### config.mk
export PLATFORM = sky130hd
export DESIGN_NAME = sercmd_engine
export DESIGN_NICKNAME = d
export VERILOG_FILES = /design/src/rtl/sercmd_pkg.sv /design/src/rtl/sercmd_clkgen.sv /design/src/rtl/sercmd_shifter.sv /design/src/rtl/sercmd_gpio.sv /design/src/rtl/sercmd_decoder.sv /design/src/rtl/sercmd_engine.sv
export SDC_FILE = /design/constraint.sdc
export NUM_CORES = 1
export LEC_CHECK = 0
export BUFFER_PORTS_ARGS = -buffer_cell sky130_fd_sc_hd__buf_2
export CAP_MARGIN = 20
export CORE_ASPECT_RATIO = 1.1
export CORE_UTILIZATION = 45
export DETAILED_ROUTE_END_ITERATION = 8
export PLACE_DENSITY = 0.75
export SLEW_MARGIN = 20
export SYNTH_ARGS = -nofsm -noshare
export SYNTH_HDL_FRONTEND = slang
export SYNTH_HIERARCHICAL = 1
export SYNTH_SLANG_ARGS = --single-unit
### constraint.sdc
create_clock -name clk -period 4.35 [get_ports clk]
set_input_delay 0.6525 -clock clk [delete_from_list [all_inputs] [get_ports clk]]
set_output_delay 0.6525 -clock clk [all_outputs]
set_load 0.05 [all_outputs]
### src/rtl/sercmd_pkg.sv
// Package: shared opcodes, response codes and decoder state type for the
// serial engine command processor. Assumes byte-wide command stream.
package sercmd_pkg;
    localparam int BYTE_W = 8;
    localparam int LEN_W  = 2 * BYTE_W;

    localparam logic [BYTE_W-1:0] OP_SET_LO  = 8'h10;
    localparam logic [BYTE_W-1:0] OP_SET_HI  = 8'h11;
    localparam logic [BYTE_W-1:0] OP_GET_HI  = 8'h12;
    localparam logic [BYTE_W-1:0] OP_SET_DIV = 8'h20;
    localparam logic [BYTE_W-1:0] OP_PRE_OFF = 8'h21;
    localparam logic [BYTE_W-1:0] OP_PRE_ON  = 8'h22;
    localparam logic [BYTE_W-1:0] OP_WRITE   = 8'h30;
    localparam logic [BYTE_W-1:0] RSP_ERROR  = 8'hFA;

    typedef enum logic [2:0] {
        ST_IDLE,
        ST_ARG1,
        ST_ARG2,
        ST_PAYLOAD,
        ST_SHIFT,
        ST_ERR2
    } dec_state_t;
endpackage

### src/rtl/sercmd_clkgen.sv
// Module: half-period tick generator for the serial clock.
// Holds the divisor and prescaler settings. While run is high it issues one
// tick every (divisor+1)*P cycles, P = PRE_RATIO when the prescaler is on.
// Assumes settings are only changed while run is low.
module sercmd_clkgen #(
    parameter int DIV_W     = 16,
    parameter int PRE_RATIO = 5
) (
    input  logic             clk,
    input  logic             rst_n,
    input  logic             div_load,
    input  logic [DIV_W-1:0] div_value,
    input  logic             pre_set,
    input  logic             pre_clr,
    input  logic             run,
    output logic             tick
);
    localparam int CNT_W = DIV_W + 1 + $clog2(PRE_RATIO + 1);

    logic [DIV_W-1:0] div_q;
    logic             pre_en_q;
    logic [CNT_W-1:0] cnt_q;
    logic [CNT_W-1:0] half_len;
    logic [CNT_W-1:0] ratio;
    logic [CNT_W-1:0] limit;

    // Settings registers: divisor and prescaler enable.
    always_ff @(posedge clk) begin
        if (!rst_n) begin
            div_q    <= '0;
            pre_en_q <= 1'b1;
        end else begin
            if (div_load) div_q <= div_value;
            if (pre_set)       pre_en_q <= 1'b1;
            else if (pre_clr)  pre_en_q <= 1'b0;
        end
    end

    // Terminal count of one half period.
    always_comb begin
        half_len = CNT_W'(div_q) + CNT_W'(1);
        ratio    = pre_en_q ? CNT_W'(PRE_RATIO) : CNT_W'(1);
        limit    = (half_len * ratio) - CNT_W'(1);
    end

    // Half-period counter, held at zero while idle.
    always_ff @(posedge clk) begin
        if (!rst_n || !run) cnt_q <= '0;
        else if (cnt_q == limit) cnt_q <= '0;
        else cnt_q <= cnt_q + CNT_W'(1);
    end

    assign tick = run && (cnt_q == limit);

    assert_cnt_in_range_R5: assert property (@(posedge clk) disable iff (!rst_n)
        cnt_q <= limit);
endmodule

### src/rtl/sercmd_shifter.sv
// Module: serial shifter. Loads one word, drives it LSB first on sdo, with
// sclk idle low, rising mid-bit and falling at the bit boundary, so data is
// stable at each rising edge. Advances one half period per tick.
module sercmd_shifter #(
    parameter int W = 8
) (
    input  logic         clk,
    input  logic         rst_n,
    input  logic         load,
    input  logic [W-1:0] load_data,
    input  logic         tick,
    output logic         busy,
    output logic         done,
    output logic         sclk,
    output logic         sdo
);
    localparam int BIT_W = (W > 1) ? $clog2(W) : 1;
    localparam logic [BIT_W-1:0] LAST_BIT = BIT_W'(W - 1);

    logic [W-1:0]     sh_q;
    logic [BIT_W-1:0] bit_q;

    // Shift sequencing: load, rise, fall-and-advance, finish.
    always_ff @(posedge clk) begin
        if (!rst_n) begin
            sh_q  <= '0;
            bit_q <= '0;
            busy  <= 1'b0;
            done  <= 1'b0;
            sclk  <= 1'b0;
        end else begin
            done <= 1'b0;
            if (load && !busy) begin
                sh_q  <= load_data;
                bit_q <= '0;
                busy  <= 1'b1;
                sclk  <= 1'b0;
            end else if (busy && tick) begin
                if (!sclk) begin
                    sclk <= 1'b1;
                end else begin
                    sclk <= 1'b0;
                    if (bit_q == LAST_BIT) begin
                        busy <= 1'b0;
                        done <= 1'b1;
                    end else begin
                        bit_q <= bit_q + BIT_W'(1);
                        sh_q  <= sh_q >> 1;
                    end
                end
            end
        end
    end

    assign sdo = sh_q[0];

    assert_sdo_stable_at_rise_R7: assert property (@(posedge clk) disable iff (!rst_n)
        $rose(sclk) |-> $stable(sdo));
    assert_sclk_idle_low_R7: assert property (@(posedge clk) disable iff (!rst_n)
        !busy |-> !sclk);
endmodule

### src/rtl/sercmd_gpio.sv
// Module: two general-purpose pin banks. Each bank holds an output value and
// a direction mask; a pin drives its value only where its direction bit is 1.
module sercmd_gpio #(
    parameter int W = 8
) (
    input  logic         clk,
    input  logic         rst_n,
    input  logic         lo_wr,
    input  logic         hi_wr,
    input  logic [W-1:0] wr_val,
    input  logic [W-1:0] wr_dir,
    output logic [W-1:0] lo_pin,
    output logic [W-1:0] lo_oe,
    output logic [W-1:0] hi_pin,
    output logic [W-1:0] hi_oe
);
    localparam int NBANK = 2;

    logic [W-1:0] val_q [NBANK];
    logic [W-1:0] dir_q [NBANK];
    logic [NBANK-1:0] wr;

    assign wr = {hi_wr, lo_wr};

    for (genvar b = 0; b < NBANK; b++) begin : g_bank
        // Bank register: value and direction updated together.
        always_ff @(posedge clk) begin
            if (!rst_n) begin
                val_q[b] <= '0;
                dir_q[b] <= '0;
            end else if (wr[b]) begin
                val_q[b] <= wr_val;
                dir_q[b] <= wr_dir;
            end
        end
    end

    assign lo_pin = val_q[0] & dir_q[0];
    assign lo_oe  = dir_q[0];
    assign hi_pin = val_q[1] & dir_q[1];
    assign hi_oe  = dir_q[1];

    assert_lo_hold_R2: assert property (@(posedge clk) disable iff (!rst_n)
        !lo_wr |=> ($stable(lo_pin) && $stable(lo_oe)));
    assert_hi_hold_R3: assert property (@(posedge clk) disable iff (!rst_n)
        !hi_wr |=> ($stable(hi_pin) && $stable(hi_oe)));
endmodule

### src/rtl/sercmd_decoder.sv
// Module: command decoder. Parses opcode, argument and payload bytes, issues
// one-cycle strobes to the pin banks, clock generator and shifter, and emits
// response bytes. Assumes the shifter reports completion with a done pulse.
module sercmd_decoder
    import sercmd_pkg::*;
#(
    parameter int DIV_W = 16
) (
    input  logic              clk,
    input  logic              rst_n,
    input  logic              in_valid,
    input  logic [BYTE_W-1:0] in_data,
    output logic              in_ready,
    input  logic              shift_done,
    input  logic [BYTE_W-1:0] hi_in,
    output logic              lo_wr,
    output logic              hi_wr,
    output logic [BYTE_W-1:0] wr_val,
    output logic [BYTE_W-1:0] wr_dir,
    output logic              div_load,
    output logic [DIV_W-1:0]  div_value,
    output logic              pre_set,
    output logic              pre_clr,
    output logic              sh_load,
    output logic [BYTE_W-1:0] sh_data,
    output logic              out_valid,
    output logic [BYTE_W-1:0] out_data
);
    dec_state_t        st;
    logic [BYTE_W-1:0] op_q;
    logic [BYTE_W-1:0] arg1_q;
    logic [LEN_W-1:0]  remain_q;
    logic              acc;

    assign in_ready = (st == ST_IDLE) || (st == ST_ARG1) ||
                      (st == ST_ARG2) || (st == ST_PAYLOAD);
    assign acc = in_valid && in_ready;

    // Strobes toward the datapath, decoded from the byte being accepted.
    always_comb begin
        lo_wr     = acc && (st == ST_ARG2) && (op_q == OP_SET_LO);
        hi_wr     = acc && (st == ST_ARG2) && (op_q == OP_SET_HI);
        div_load  = acc && (st == ST_ARG2) && (op_q == OP_SET_DIV);
        wr_val    = arg1_q;
        wr_dir    = in_data;
        div_value = DIV_W'({in_data, arg1_q});
        pre_set   = acc && (st == ST_IDLE) && (in_data == OP_PRE_ON);
        pre_clr   = acc && (st == ST_IDLE) && (in_data == OP_PRE_OFF);
        sh_load   = acc && (st == ST_PAYLOAD);
        sh_data   = in_data;
    end

    // Command sequencing and response generation.
    always_ff @(posedge clk) begin
        if (!rst_n) begin
            st        <= ST_IDLE;
            op_q      <= '0;
            arg1_q    <= '0;
            remain_q  <= '0;
            out_valid <= 1'b0;
            out_data  <= '0;
        end else begin
            out_valid <= 1'b0;
            case (st)
                ST_IDLE: if (acc) begin
                    op_q <= in_data;
                    case (in_data)
                        OP_SET_LO, OP_SET_HI, OP_SET_DIV, OP_WRITE: st <= ST_ARG1;
                        OP_GET_HI: begin
                            out_valid <= 1'b1;
                            out_data  <= hi_in;
                        end
                        OP_PRE_OFF, OP_PRE_ON: st <= ST_IDLE;
                        default: begin
                            out_valid <= 1'b1;
                            out_data  <= RSP_ERROR;
                            st        <= ST_ERR2;
                        end
                    endcase
                end
                ST_ERR2: begin
                    out_valid <= 1'b1;
                    out_data  <= op_q;
                    st        <= ST_IDLE;
                end
                ST_ARG1: if (acc) begin
                    arg1_q <= in_data;
                    st     <= ST_ARG2;
                end
                ST_ARG2: if (acc) begin
                    if (op_q == OP_WRITE) begin
                        remain_q <= {in_data, arg1_q};
                        st       <= ST_PAYLOAD;
                    end else begin
                        st <= ST_IDLE;
                    end
                end
                ST_PAYLOAD: if (acc) st <= ST_SHIFT;
                ST_SHIFT: if (shift_done) begin
                    if (remain_q == '0) begin
                        st <= ST_IDLE;
                    end else begin
                        remain_q <= remain_q - LEN_W'(1);
                        st       <= ST_PAYLOAD;
                    end
                end
                default: st <= ST_IDLE;
            endcase
        end
    end

    assert_err_echo_R8: assert property (@(posedge clk) disable iff (!rst_n)
        (st == ST_ERR2) |=> (out_valid && (out_data == $past(op_q))));
    assert_read_reply_R4: assert property (@(posedge clk) disable iff (!rst_n)
        (acc && (st == ST_IDLE) && (in_data == OP_GET_HI)) |=> (out_valid && (out_data == $past(hi_in))));
endmodule

### src/rtl/sercmd_engine.sv
// Module: top of the serial engine command processor. Connects the decoder,
// pin banks, serial clock generator and shifter. Assumes a single clock that
// also serves as the serial clock base.
module sercmd_engine
    import sercmd_pkg::*;
#(
    parameter int DIV_W     = 16,
    parameter int PRE_RATIO = 5
) (
    input  logic       clk,
    input  logic       rst_n,
    input  logic       cmd_valid,
    input  logic [7:0] cmd_data,
    output logic       cmd_ready,
    output logic       rsp_valid,
    output logic [7:0] rsp_data,
    output logic [7:0] lo_pin,
    output logic [7:0] lo_oe,
    output logic [7:0] hi_pin,
    output logic [7:0] hi_oe,
    input  logic [7:0] hi_in,
    output logic       sclk,
    output logic       sdo
);
    logic              lo_wr, hi_wr, div_load, pre_set, pre_clr;
    logic              sh_load, sh_busy, sh_done, tick;
    logic [BYTE_W-1:0] wr_val, wr_dir, sh_data;
    logic [DIV_W-1:0]  div_value;

    sercmd_decoder #(.DIV_W(DIV_W)) u_dec (
        .clk(clk), .rst_n(rst_n),
        .in_valid(cmd_valid), .in_data(cmd_data), .in_ready(cmd_ready),
        .shift_done(sh_done), .hi_in(hi_in),
        .lo_wr(lo_wr), .hi_wr(hi_wr), .wr_val(wr_val), .wr_dir(wr_dir),
        .div_load(div_load), .div_value(div_value),
        .pre_set(pre_set), .pre_clr(pre_clr),
        .sh_load(sh_load), .sh_data(sh_data),
        .out_valid(rsp_valid), .out_data(rsp_data)
    );

    sercmd_gpio #(.W(BYTE_W)) u_gpio (
        .clk(clk), .rst_n(rst_n),
        .lo_wr(lo_wr), .hi_wr(hi_wr), .wr_val(wr_val), .wr_dir(wr_dir),
        .lo_pin(lo_pin), .lo_oe(lo_oe), .hi_pin(hi_pin), .hi_oe(hi_oe)
    );

    sercmd_clkgen #(.DIV_W(DIV_W), .PRE_RATIO(PRE_RATIO)) u_clk (
        .clk(clk), .rst_n(rst_n),
        .div_load(div_load), .div_value(div_value),
        .pre_set(pre_set), .pre_clr(pre_clr),
        .run(sh_busy), .tick(tick)
    );

    sercmd_shifter #(.W(BYTE_W)) u_sh (
        .clk(clk), .rst_n(rst_n),
        .load(sh_load), .load_data(sh_data), .tick(tick),
        .busy(sh_busy), .done(sh_done), .sclk(sclk), .sdo(sdo)
    );

    assert_no_intake_while_shifting_R9: assert property (@(posedge clk) disable iff (!rst_n)
        sh_busy |-> !cmd_ready);
endmodule

# After elaboration in Yosys (flattened, before gate mapping)
# Memories as Yosys holds them, arrays and structs flattened.
# Cells that the tools add are included.
# classes
n_addsub,5
muxes,42
reduce_logical,40
bitwise_logic,10
n_mul,1
eq_ne,28
# ops
operator,count
two-way mux 8 bit,9
two-way mux 16 bit,4
== test 8 x 6 -> 1 bit (second input constant),6
== test 8 x 5 -> 1 bit (second input constant),5
case mux 16 bit (2 select lines),1
case mux 8 bit (2 select lines),2
adder 20 x 1 -> 20 bit (second input constant),1
== test 20 bit,1
multiplier 20 x 20 -> 20 bit,1
subtractor 20 x 1 -> 20 bit (second input constant),1
two-way mux 3 bit,6
adder 16 x 1 -> 17 bit (second input constant),1
bitwise AND 8 bit,2
logical NOT 16 bit,1
subtractor 16 x 1 -> 16 bit (second input constant),1
two-way mux 1 bit,15
case mux 3 bit (5 select lines),1
logical AND 1 bit,12
!= test 2 x 1 -> 1 bit (second input constant),6
AND reduction 3 bit,4
nonzero test 2 bit,5
== test 3 bit (second input constant),3
case mux 3 bit (3 select lines),1
!= test 2 bit (second input constant),4
other kinds (16),33
# word_totals
output_inout_bits,44
memories,2
mem_bits_rw,32
register_bits,95
# memory_table
name,words,width,rd,rd_clocked_by_memory_dff,write_ports,line_no,text
u_gpio.dir_q,2,8,2,0,2,sercmd_gpio.sv:20,logic [W-1:0] dir_q [NBANK];
u_gpio.val_q,2,8,2,0,2,sercmd_gpio.sv:19,logic [W-1:0] val_q [NBANK];

# Longest topological paths before layout
# Gate-level depths: netlist of run 1.
# logic_depth
word_depth,11
mapped_depth,24
depth_no_buf,22

# Hierarchy
# Netlist of run 1, hierarchy kept.
# by_module_without_submodules
mod,instances,cells_per_inst,area_each_um2
sercmd_clkgen,1,443,3654.8
sercmd_decoder,1,343,2737.6
sercmd_gpio,1,87,1317.5
sercmd_shifter,1,59,604.3

# Worst setup path after synthesis of run 1
# No wires, ideal clock.
# synth_timing
path_type,register to register
start,register u_clk.div_q[3]
end,register u_sh.sh_q[0]
setup_time_ns,0.119
path_stages_with_launch,24
arrival_time_ns,4.680
required_time_ns,4.231
slack_ns,-0.449
path_cell_list,dfxtp_1 -> nand3_1 -> nor3_1 -> and4_1 -> nand2_1 -> nor2_1 -> xnor2_1 -> nand2b_1 -> fa_1 -> inv_1 -> ha_1 -> buf_2 -> a21oi_1 -> o21a_1 -> nor2_1 -> a2111o_1 -> nor4_2 -> nand4_1 -> nor4_1 -> and2_1 -> nand4b_2 -> buf_6 -> mux2i_1 -> a21oi_1
# synth_via
elab_chain_cells,8
# synth_lines
element,line_no,text
"start, declared",sercmd_clkgen.sv:20,logic [DIV_W-1:0] div_q;
"start signal, assigned",sercmd_clkgen.sv:33,if (div_load) div_q <= div_value;
adder 16 x 1 -> 17 bit,sercmd_clkgen.sv:41,half_len = CNT_W'(div_q) + CNT_W'(1);
multiplier 20 x 20 -> 20 bit,sercmd_clkgen.sv:43,limit = (half_len * ratio) - CNT_W'(1);
subtractor 20 x 1 -> 20 bit,sercmd_clkgen.sv:43,
== test 20 bit,sercmd_clkgen.sv:53,assign tick = run && (cnt_q == limit);
logical AND 1 bit,sercmd_clkgen.sv:53,
named net tick,sercmd_engine.sv:26,"logic sh_load, sh_busy, sh_done, tick;"
logical AND 1 bit,sercmd_shifter.sv:38,end else if (busy && tick) begin
nonzero test 2 bit (no line),--,
AND reduction 3 bit (no line),--,
"end signal, assigned",sercmd_shifter.sv:34,sh_q <= load_data;
"end signal, assigned",sercmd_shifter.sv:48,sh_q <= sh_q >> 1;
"end, declared",sercmd_shifter.sv:20,logic [W-1:0] sh_q;
# The timed path passes the listed nets, and every way through them passes these cells.
# A chain may end at the register's enable or synchronous reset.

# Worst setup path after layout of run 1
# layout_timing
start,register u_clk.div_q[5]
end,register u_sh.sh_q[5]
# The elaborated chain is that of the path after synthesis.

==> results of run 1 <==
[critical path, cell delays in order (launching register included)]
cell and delay (ns):
dfxtp_2 0.35, nand3_4 0.08, nor3_4 0.12, and4_1 0.23, nand2_2 0.10, nor2_4 0.17
xnor2_2 0.08, nand2b_4 0.16, buf_6 0.12, fa_1 0.52, inv_2 0.05, ha_4 0.29
nand2_2 0.05, o21a_1 0.22, a211oi_2 0.31, o21ai_2 0.11, a2111oi_4 0.35, nand4_1 0.13
nor4_1 0.18, buf_4 0.16, and2_4 0.18, nand4b_4 0.19, mux2i_1 0.23, a21oi_1 0.08
[cell families after synthesis]
family                   after synthesis
AND/OR/NAND/NOR                      364
adder cells (fa/ha/maj)               42
flip-flops                           127
AO/OA/AOI/OAI                        171
multiplexers                          38
XOR/XNOR                              62
buffers and inverters                128
[through the flow]
stage / util / cell area, um2 / setup WS [ns] / std cells / power (mW)
4_1_cts: 0.563 / 10100 / -0.380 / 1298 / 3.40
5_1_grt: 0.572 / 10200 / -0.510 / 1303 / 3.52
2_1_floorplan: - / 8440 / -0.0322 / 932 / 1.86
3_5_place_dp: 0.523 / 9350 / -0.499 / 1261 / 2.00
3_3_place_gp: 0.523 / 9350 / -0.320 / 1261 / 1.99
6_report: 0.572 / 10200 / -0.249 / 1303 / 3.39
[where the power goes]
| group | switching (mW) | total (mW) | internal [mW] | leakage, nW |
|---|---|---|---|---|
| Clock | 0.535 | 1.40 | 0.860 | 0.279 |
| Sequential | 0.0825 | 1.37 | 1.28 | 1.10 |
| Combinational | 0.431 | 0.630 | 0.198 | 3.07 |
| Total | 1.05 | 3.39 | 2.34 | 4.45 |
[metal layers]
| layer | part of all wire | track usage |
|---|---|---|
| met5 | 0 | 0 |
| met1 | 0.45 | 0.269 |
| met4 | 0.021 | 0.0942 |
| met2 | 0.49 | 0.366 |
| met3 | 0.042 | 0.0379 |
[state kept, by name, indices dropped and copies added (netlist names), 3 cells and up]
| register | flops |
|---|---|
| u_dec/remain_q | 16 |
| u_sh/bit_q | 3 |
| u_clk/cnt_q | 20 |
| u_dec/out_data | 8 |
| u_dec/op_q | 8 |
| u_gpio/dir_q | 16 |
| u_dec/wr_val | 8 |
| u_sh/sh_q | 8 |
| u_clk/div_q | 16 |
| u_dec/st | 3 |
| u_gpio/val_q | 16 |
[final timing paths]
path,start,to,slack (ns),cells after the start
setup / recovery,u_clk/div_q[5],u_sh/sh_q[5],-0.25,23
hold / removal,u_dec/op_q[7],u_dec/op_q[7],0.48,2
setup reg to reg,u_clk/div_q[5],u_sh/sh_q[5],-0.25,23
hold reg to reg,u_dec/op_q[7],u_dec/op_q[7],0.48,2
[layout make-up]
cell class              count  share of cell area
well taps                 238              0.0291
clock buffers              20              0.0437
inverters                  59              0.0217
multi-input cells         678               0.498
repair buffers            169               0.113
clock inverters            12              0.0130
flip-flops and latches    127               0.281
[cells in the final DEF, fill, tap and decap left out, drive strengths merged, types with 8 or more instances in the layout]
cell type / netlist / routed
a21o: 8 / 8
a21oi: 58 / 58
and2: 25 / 25
and3: 37 / 37
buf: 50 / 168
clkbuf: 19 / 21
dfxtp: 95 / 95
edfxtp: 32 / 32
fa: 15 / 15
ha: 27 / 27
inv: 58 / 61
mux2i: 35 / 35
nand2: 72 / 72
nand2b: 21 / 21
nand3: 26 / 26
nand4: 12 / 12
nor2: 86 / 86
nor2b: 22 / 22
nor3: 16 / 16
nor4: 12 / 12
o21ai: 39 / 39
xnor2: 37 / 37
xor2: 25 / 25
[synthesized netlist by cell type (3+ instances only)]
cell type   n  area, um2
a211oi_1    6       45.0
buf_2       9       45.0
o21ai_0    31        155
and2_1     24        150
o21ai_2     3       26.3
o21a_1      5       37.5
nor2b_1    22        138
edfxtp_1   32        961
a21oi_2     3       26.3
nand2b_1   19        119
xor2_1     25        219
inv_1      58        218
xnor2_1    37        324
fa_1       15        300
or2_2       3       18.8
or4_1       3       22.5
nand2_1    72        270
and4_1      3       26.3
or2b_1      3       22.5
mux2i_1    35        350
nor2_1     65        244
ha_1       27        338
and3_1     26        163
a21o_1      8       60.1
nand3b_1    4       30.0
nor3b_1     3       22.5
buf_6       7       78.8
or3_1       4       25.0
nor4_1      9       56.3
nand3_1    25        125
buf_4      34        255
nor2_2     20        125
o32ai_1     7       61.3
clkbuf_1   17       63.8
o21ai_1     5       25.0
o211ai_1    7       52.6
dfxtp_1    95       1900
nor3_1     15       75.1
a31o_2      6       52.6
and3_2     11       82.6
a21oi_1    55        275
o41ai_1     3       26.3
nand4_1    12       75.1
[timing repair]
action / CTS / global route
gates cloned: 1 / 1
setup buffers: 4 / 4
gates resized for setup: 20 / 24
pin swaps: 21 / 15
endpoints found under the setup margin: 34 / 34
==> impl_metrics.env, run 1 <==
export IMPL_status="finished, violations left"
export IMPL_violations="negative setup slack"
export IMPL_ctsRootBufferMaster="clkbuf_16"
export IMPL_synth_nets=993
export IMPL_max_freq_ghz=0.217
export IMPL_synth_area_mux_share=0.0462
export IMPL_slew_viol_final=0
export IMPL_viasPerCell=5.45
export IMPL_worstPathRequired_ns=4.65
export IMPL_synth_area_per_cell_um2=8.92
export IMPL_synth_simple_gate_area_frac=0.243
export IMPL_die_h_um=145
export IMPL_io_pins=63
export IMPL_start_kind="flop"
export IMPL_ir_drop_v=0.000340
export IMPL_synthXorXnorAreaFrac=0.0653
export IMPL_min_path_type="flop to flop"
export IMPL_synth_top_family_by_area="simple AND/OR/NAND/NOR gates"
export IMPL_end_kind="flop"
export IMPL_synth_area_um2=8310
export IMPL_nets=1113
export IMPL_dpl_hpwl_mm=14.3
export IMPL_max_slew_margin_rel=0.367
export IMPL_fin_skew_ns=0.00999
export IMPL_dieWidth_um=132
export IMPL_postSynthCellCount=932
export IMPL_grt_pass1_vias=6668
export IMPL_vias=7100
export IMPL_synth_edff_count=32
export IMPL_clock_sinks=127
export IMPL_drt_wl_total_mm=20.5
export IMPL_synth_seq_cells=127
export IMPL_htreeDepth=4
export IMPL_power_density_nw_per_um2=332
export IMPL_final_min_clock_period_ns=4.60
export IMPL_dieArea_um2=19000
export IMPL_fill_cells=1558
export IMPL_multi_input_area_um2=5100
export IMPL_detail_route_antenna_nets=0
export IMPL_routabilityCongestion=0.894
export IMPL_drive_gt1_frac=0.304
export IMPL_critPathMaxFanout=6
export IMPL_diodes=0
export IMPL_fin_crit_sh=1.06
export IMPL_start_util=0.465
export IMPL_drtIter0Drc=427
export IMPL_core_area_um2=17900
export IMPL_setup_tns_final_ns=-2.36
export IMPL_synth_warnings=6
export IMPL_synth_ff_type="dfxtp_1"
export IMPL_synth_compound_area_frac=0.143
export IMPL_cts_hold_buf=0
export IMPL_drc=0
export IMPL_hold_violations=0
export IMPL_holdWs_ns=0.475
export IMPL_numPortBuffers=62
export IMPL_wl_per_cell_um=15.8
export IMPL_grt_max_degree=42
export IMPL_grt_pass1_wl_mm=32.4
export IMPL_num_rows=51
export IMPL_tightestPinTransition_ns=0.949
export IMPL_regArea_um2=2870
export IMPL_cts_buffer_depth=2
export IMPL_drt_pass1_iterations=5
export IMPL_grt_overflow_total=0
export IMPL_synth_adder_area_share=0.0767
export IMPL_cts_tree="yes"
export IMPL_cts_buffers=17
export IMPL_cap_violations=0
export IMPL_arrival_ns=4.90
export IMPL_clk_pin_slew_ns=0.06
export IMPL_grt_util_all_layers=0.215
export IMPL_ys_async_sr_fraction=0
export IMPL_antenna_found_initial=0
export IMPL_fin_ws_ns=-0.249
export IMPL_path_class="flop to flop"
export IMPL_ys_seq_area_frac=0.344
export IMPL_area_delta_synth_final_pct=23.0
export IMPL_p_leak_nw=4.45
export IMPL_clk_latency_ns=0.42
export IMPL_ys_types=88
export IMPL_rsz0062_at_grt="yes"
export IMPL_setup_violations=14
Note: power is estimated with default switching activity, not from simulation.
==> run 2: changes to the inputs <==
SETUP_SLACK_MARGIN = 0.5   (was not set)
==> impl_metrics.env, run 2 (synthesized netlist as in run 1, its figures left out) <==
export IMPL_dp_cells=1257
export IMPL_grt_overflow_total=0
export IMPL_cts_hold_buf=0
export IMPL_hold_violations=0
export IMPL_grt_pass1_vias=6845
export IMPL_slew_viol_final=0
export IMPL_dpl_hpwl_mm=14.4
export IMPL_clk_latency_ns=0.42
export IMPL_cts_buffer_depth=2
export IMPL_final_min_clock_period_ns=4.72
export IMPL_cts_buffers=17
export IMPL_p_total_mw=3.49
export IMPL_drc=0
export IMPL_regMostFlops="u_clk/cnt_q"
export IMPL_vias=7219
export IMPL_cts_tree="yes"
export IMPL_largest_reg_flops=20
export IMPL_ir_drop_v=0.000320
export IMPL_mostFrequentLayoutCells="buf_4 (101), dfxtp_1 (88), nand2_1 (68)"
export IMPL_fin_util=0.584
export IMPL_fin_crit_sh=1.09
export IMPL_num_rows=51
export IMPL_numPortBuffers=62
export IMPL_end_kind="flop"
export IMPL_drtIter0Drc=508
export IMPL_drt_wl_total_mm=21.2
export IMPL_io_pins=63
export IMPL_min_path_type="flop to flop"
export IMPL_start_kind="flop"
export IMPL_max_slew_margin_rel=0.274
export IMPL_routabilityCongestion=0.889
export IMPL_path_class="flop to flop"
export IMPL_area_delta_synth_final_pct=25.5
export IMPL_ctsRootBufferMaster="clkbuf_16"
export IMPL_drt_pass1_iterations=6
export IMPL_die_h_um=145
export IMPL_diodes=0
export IMPL_worstPathCellList="nand3_4, nor3_4, and4_4, nor2b_4, xnor2_2, nand2b_4, inv_1, fa_1, inv_2, ha_4, a21oi_4, o21a_1, nor2_1, a2111o_1, nor4_2, nand4_1, nor4_2, buf_4, and2_4, nand4b_4, mux2i_1, a21oi_1"
export IMPL_p_leak_nw=4.55
export IMPL_arrival_ns=5.02
export IMPL_rsz0062_at_grt="yes"
export IMPL_fin_skew_ns=0.00700
export IMPL_critPathMaxFanout=6
export IMPL_cpMostUsedCell="nor4_2"
export IMPL_htreeDepth=4
export IMPL_setup_violations=34
export IMPL_mostFrequentLayoutCell="buf_4"
export IMPL_wl_per_cell_um=16.3
export IMPL_grt_util_all_layers=0.223
export IMPL_fin_cells=1305
export IMPL_cp_slowest_stage_delay_ns=0.52
export IMPL_fin_ws_ns=-0.373
export IMPL_clk_pin_slew_ns=0.06
export IMPL_cap_violations=0
export IMPL_core_area_um2=17900
export IMPL_drive_gt1_frac=0.319
export IMPL_crit_path_top_delay_cell="fa_1"
export IMPL_antenna_found_initial=0
export IMPL_viasPerCell=5.53
export IMPL_violations="negative setup slack"
export IMPL_nets=1115
export IMPL_start_util=0.465
export IMPL_clock_sinks=127
export IMPL_dieWidth_um=132
export IMPL_tightestPinTransition_ns=1.08
export IMPL_worstPathRequired_ns=4.65
export IMPL_detail_route_antenna_nets=0
export IMPL_dieArea_um2=19000
export IMPL_grt_pass1_wl_mm=33.8
export IMPL_max_freq_ghz=0.212
export IMPL_grt_max_degree=60
export IMPL_status="finished, violations left"
export IMPL_power_density_nw_per_um2=334
## run 2: per-stage QoR
stage | hold slack (ns) | setup TNS (ns) | setup slack (ns) | instance area (um2)
after floorplan | 0.446 | -0.160 | -0.0314 | 8440
after global placement | 0.459 | -3.61 | -0.317 | 9320
after detailed placement | 0.464 | -8.00 | -0.513 | 9320
after CTS | 0.474 | -4.76 | -0.430 | 10300
after global routing | 0.489 | -11.79 | -0.595 | 10400
final | 0.476 | -5.11 | -0.373 | 10400
## run 2: critical path: cells and delay by family (launching register included)
kind,cells,cell delay (ns)
adder cells (fa/ha/maj),2,0.78
multiplexers,1,0.24
XOR/XNOR,1,0.13
buffers and inverters,3,0.27
AND/OR/NAND/NOR,11,1.94
AO/OA/AOI/OAI,4,0.85
flip-flops,1,0.36
## run 2: area by class of cell
class,count,area [um2]
fill,1485,7430
multi-input combinational,678,5220
sequential,127,2870
timing repair buffer,171,1210
clock buffer,19,443
tap,238,298
inverter,59,221
clock inverter,13,180
## run 2: routing by layer
metal	GRT usage	part of all wire	vias to the layer above
met5	0	0	-
li1	-	-	3489
met3	0.0372	0.048	30
met2	0.391	0.50	214
met4	0.0679	0.016	0
met1	0.280	0.43	3486
## run 2: timing repair
item,in CTS,in global routing
resized for setup,45,24
cloned,3,0
endpoints found under the setup margin,34,34
pin swaps,29,9
buffers inserted,9,4
## run 2: where the power goes
| part | leakage, nW | switching [mW] | internal, mW | total [mW] |
|---|---|---|---|---|
| combinational | 3.15 | 0.435 | 0.196 | 0.630 |
| clock | 0.298 | 0.565 | 0.931 | 1.50 |
| sequential | 1.10 | 0.0815 | 1.28 | 1.36 |
## run 2: path summary, 6_finish.rpt
| path | startpoint | endpoint | slack [ns] | cells past startpoint |
|---|---|---|---|---|
| setup reg to reg | u_clk/div_q[4] | u_sh/sh_q[3] | -0.37 | 22 |
| hold / removal | u_dec/op_q[7] | u_dec/op_q[7] | 0.48 | 2 |
| hold reg to reg | u_dec/op_q[7] | u_dec/op_q[7] | 0.48 | 2 |
| setup / recovery | u_clk/div_q[4] | u_sh/sh_q[3] | -0.37 | 22 |
==> run 3: changes to the inputs <==
CORE_UTILIZATION = 48   (was 45)
GPL_ROUTABILITY_DRIVEN = 0   (was not set)
PLACE_DENSITY = 0.79   (was 0.75)
==> impl_metrics.env, run 3 (synthesized netlist as in run 1, its figures left out) <==
export IMPL_slew_viol_final=0
export IMPL_die_h_um=140
export IMPL_start_util=0.490
export IMPL_mostFrequentLayoutCell="buf_4"
export IMPL_fin_util=0.610
export IMPL_core_area_um2=17000
export IMPL_worstPathCellList="nand3_2, nor3_2, and4_1, buf_4, nor2b_4, xnor2_2, nand2b_4, inv_1, fa_1, inv_1, ha_4, a21oi_2, o21a_1, a211oi_2, o21ai_2, a2111oi_4, nand4_1, nor4_4, and2_4, nand4b_4, mux2i_1, a21oi_1"
export IMPL_p_leak_nw=4.49
export IMPL_numPortBuffers=62
export IMPL_ctsRootBufferMaster="clkbuf_16"
export IMPL_min_path_type="flop to flop"
export IMPL_grt_pass1_vias=7131
export IMPL_p_total_mw=3.47
export IMPL_grt_overflow_total=0
export IMPL_clk_latency_ns=0.42
export IMPL_max_slew_margin_rel=0.290
export IMPL_final_min_clock_period_ns=4.63
export IMPL_pwr_share_comb=0.182
export IMPL_drt_pass1_iterations=5
export IMPL_crit_buf_inv=3
export IMPL_dieWidth_um=127
export IMPL_cp_top_family="simple AND/OR/NAND/NOR gates"
export IMPL_cts_tree="yes"
export IMPL_drc=0
export IMPL_cp_slowest_stage_delay_ns=0.53
export IMPL_arrival_ns=4.93
export IMPL_htreeDepth=4
export IMPL_dpl_hpwl_mm=14.3
export IMPL_fin_crit_sh=1.06
export IMPL_drive_gt1_frac=0.308
export IMPL_area_delta_synth_final_pct=24.4
export IMPL_detail_route_antenna_nets=0
export IMPL_antenna_found_initial=0
export IMPL_regMostFlops="u_clk/cnt_q"
export IMPL_status="finished, violations left"
export IMPL_hold_violations=0
export IMPL_grt_max_degree=43
export IMPL_fin_ws_ns=-0.283
export IMPL_dieArea_um2=17900
export IMPL_start_kind="flop"
export IMPL_clkPwrFrac=0.424
export IMPL_num_rows=50
export IMPL_setup_violations=34
export IMPL_rsz0062_at_grt="yes"
export IMPL_mostFrequentLayoutCells="buf_4 (103), dfxtp_1 (90), nand2_1 (69)"
export IMPL_path_class="flop to flop"
export IMPL_drtIter0Drc=661
export IMPL_crit_path_top_delay_cell="fa_1"
export IMPL_worstPathRequired_ns=4.65
export IMPL_drt_wl_total_mm=21.4
export IMPL_cap_violations=0
export IMPL_end_kind="flop"
export IMPL_io_pins=63
export IMPL_power_density_nw_per_um2=336
export IMPL_tightestPinTransition_ns=1.06
export IMPL_largest_reg_flops=20
export IMPL_p_int_mw=2.40
export IMPL_critPathMaxFanout=6
export IMPL_cts_buffer_depth=2
export IMPL_cpMostUsedCell="inv_1"
export IMPL_clk_pin_slew_ns=0.06
export IMPL_grt_pass1_wl_mm=34.6
export IMPL_max_freq_ghz=0.216
export IMPL_fin_skew_ns=0.0115
export IMPL_nets=1117
export IMPL_viasPerCell=5.65
export IMPL_swShare=0.308
export IMPL_vias=7365
export IMPL_cts_buffers=17
export IMPL_violations="negative setup slack"
export IMPL_p_switching_mw=1.07
export IMPL_diodes=0
export IMPL_ir_drop_v=0.000356
export IMPL_wl_per_cell_um=16.4
export IMPL_pwr_share_seq=0.394
export IMPL_grt_util_all_layers=0.243
export IMPL_clock_sinks=127
-- run 3: area by class of cell --
class	instances	area [um2]
Multi-Input combinational cell	678	5110
Timing Repair Buffer	173	1240
Sequential cell	127	2870
Clock buffer	20	448
Tap cell	234	293
Clock inverter	12	159
Fill cell	1358	6610
Inverter	59	221
-- run 3: power by group through the flow --
| stage | Combinational [mW] | Sequential [mW] | Clock (mW) |
|---|---|---|---|
| after floorplan | 0.394 | 1.47 | 0 |
| after global placement | 0.597 | 1.39 | 0 |
| after detailed placement | 0.608 | 1.39 | 0 |
| after CTS | 0.618 | 1.36 | 1.49 |
| after global routing | 0.684 | 1.38 | 1.53 |
| final | 0.633 | 1.37 | 1.47 |
-- run 3: worst paths after layout --
| kind | slack (ns) | start | end | cells after the start |
|---|---|---|---|---|
| min reg2reg | 0.47 | u_dec/remain_q[15] | u_dec/remain_q[15] | 2 |
| min | 0.47 | u_dec/remain_q[15] | u_dec/remain_q[15] | 2 |
| max reg2reg | -0.28 | u_clk/div_q[5] | u_sh/sh_q[4] | 22 |
| max | -0.28 | u_clk/div_q[5] | u_sh/sh_q[4] | 22 |
-- run 3: routing by layer --
layer / vias to the layer above / part of all wire / global-route usage
met4: 0 / 0.027 / 0.102
li1: 3482 / - / -
met3: 50 / 0.067 / 0.0390
met2: 296 / 0.48 / 0.396
met1: 3537 / 0.42 / 0.320
met5: - / 0 / 0
-- run 3: per-stage QoR --
step                      setup WS, ns  hold WS (ns)  cells  area (um2)  TNS (ns)
final                           -0.283         0.475   1303       10300     -6.46
after global routing            -0.559         0.504   1303       10300    -14.92
after floorplan                -0.0314         0.446    932        8440    -0.160
after global placement          -0.338         0.460   1256        9340     -3.87
after CTS                       -0.344         0.476   1299       10200     -4.12
after detailed placement        -0.481         0.468   1256        9340     -7.11
-- run 3: what timing repair did --
item	CTS	global route
hold endpoints to repair	0	0
pin swaps	28	15
setup buffers	7	4
cloned	4	0
setup endpoints to repair	34	34
hold buffers	0	0
resized for setup	28	22
-- run 3: worst min-delay path: cells and delay by family, from the launching register on --
family             cells  cell delay (ns)
AOI/OAI and AO/OA      2             0.10
DFF                    1             0.32
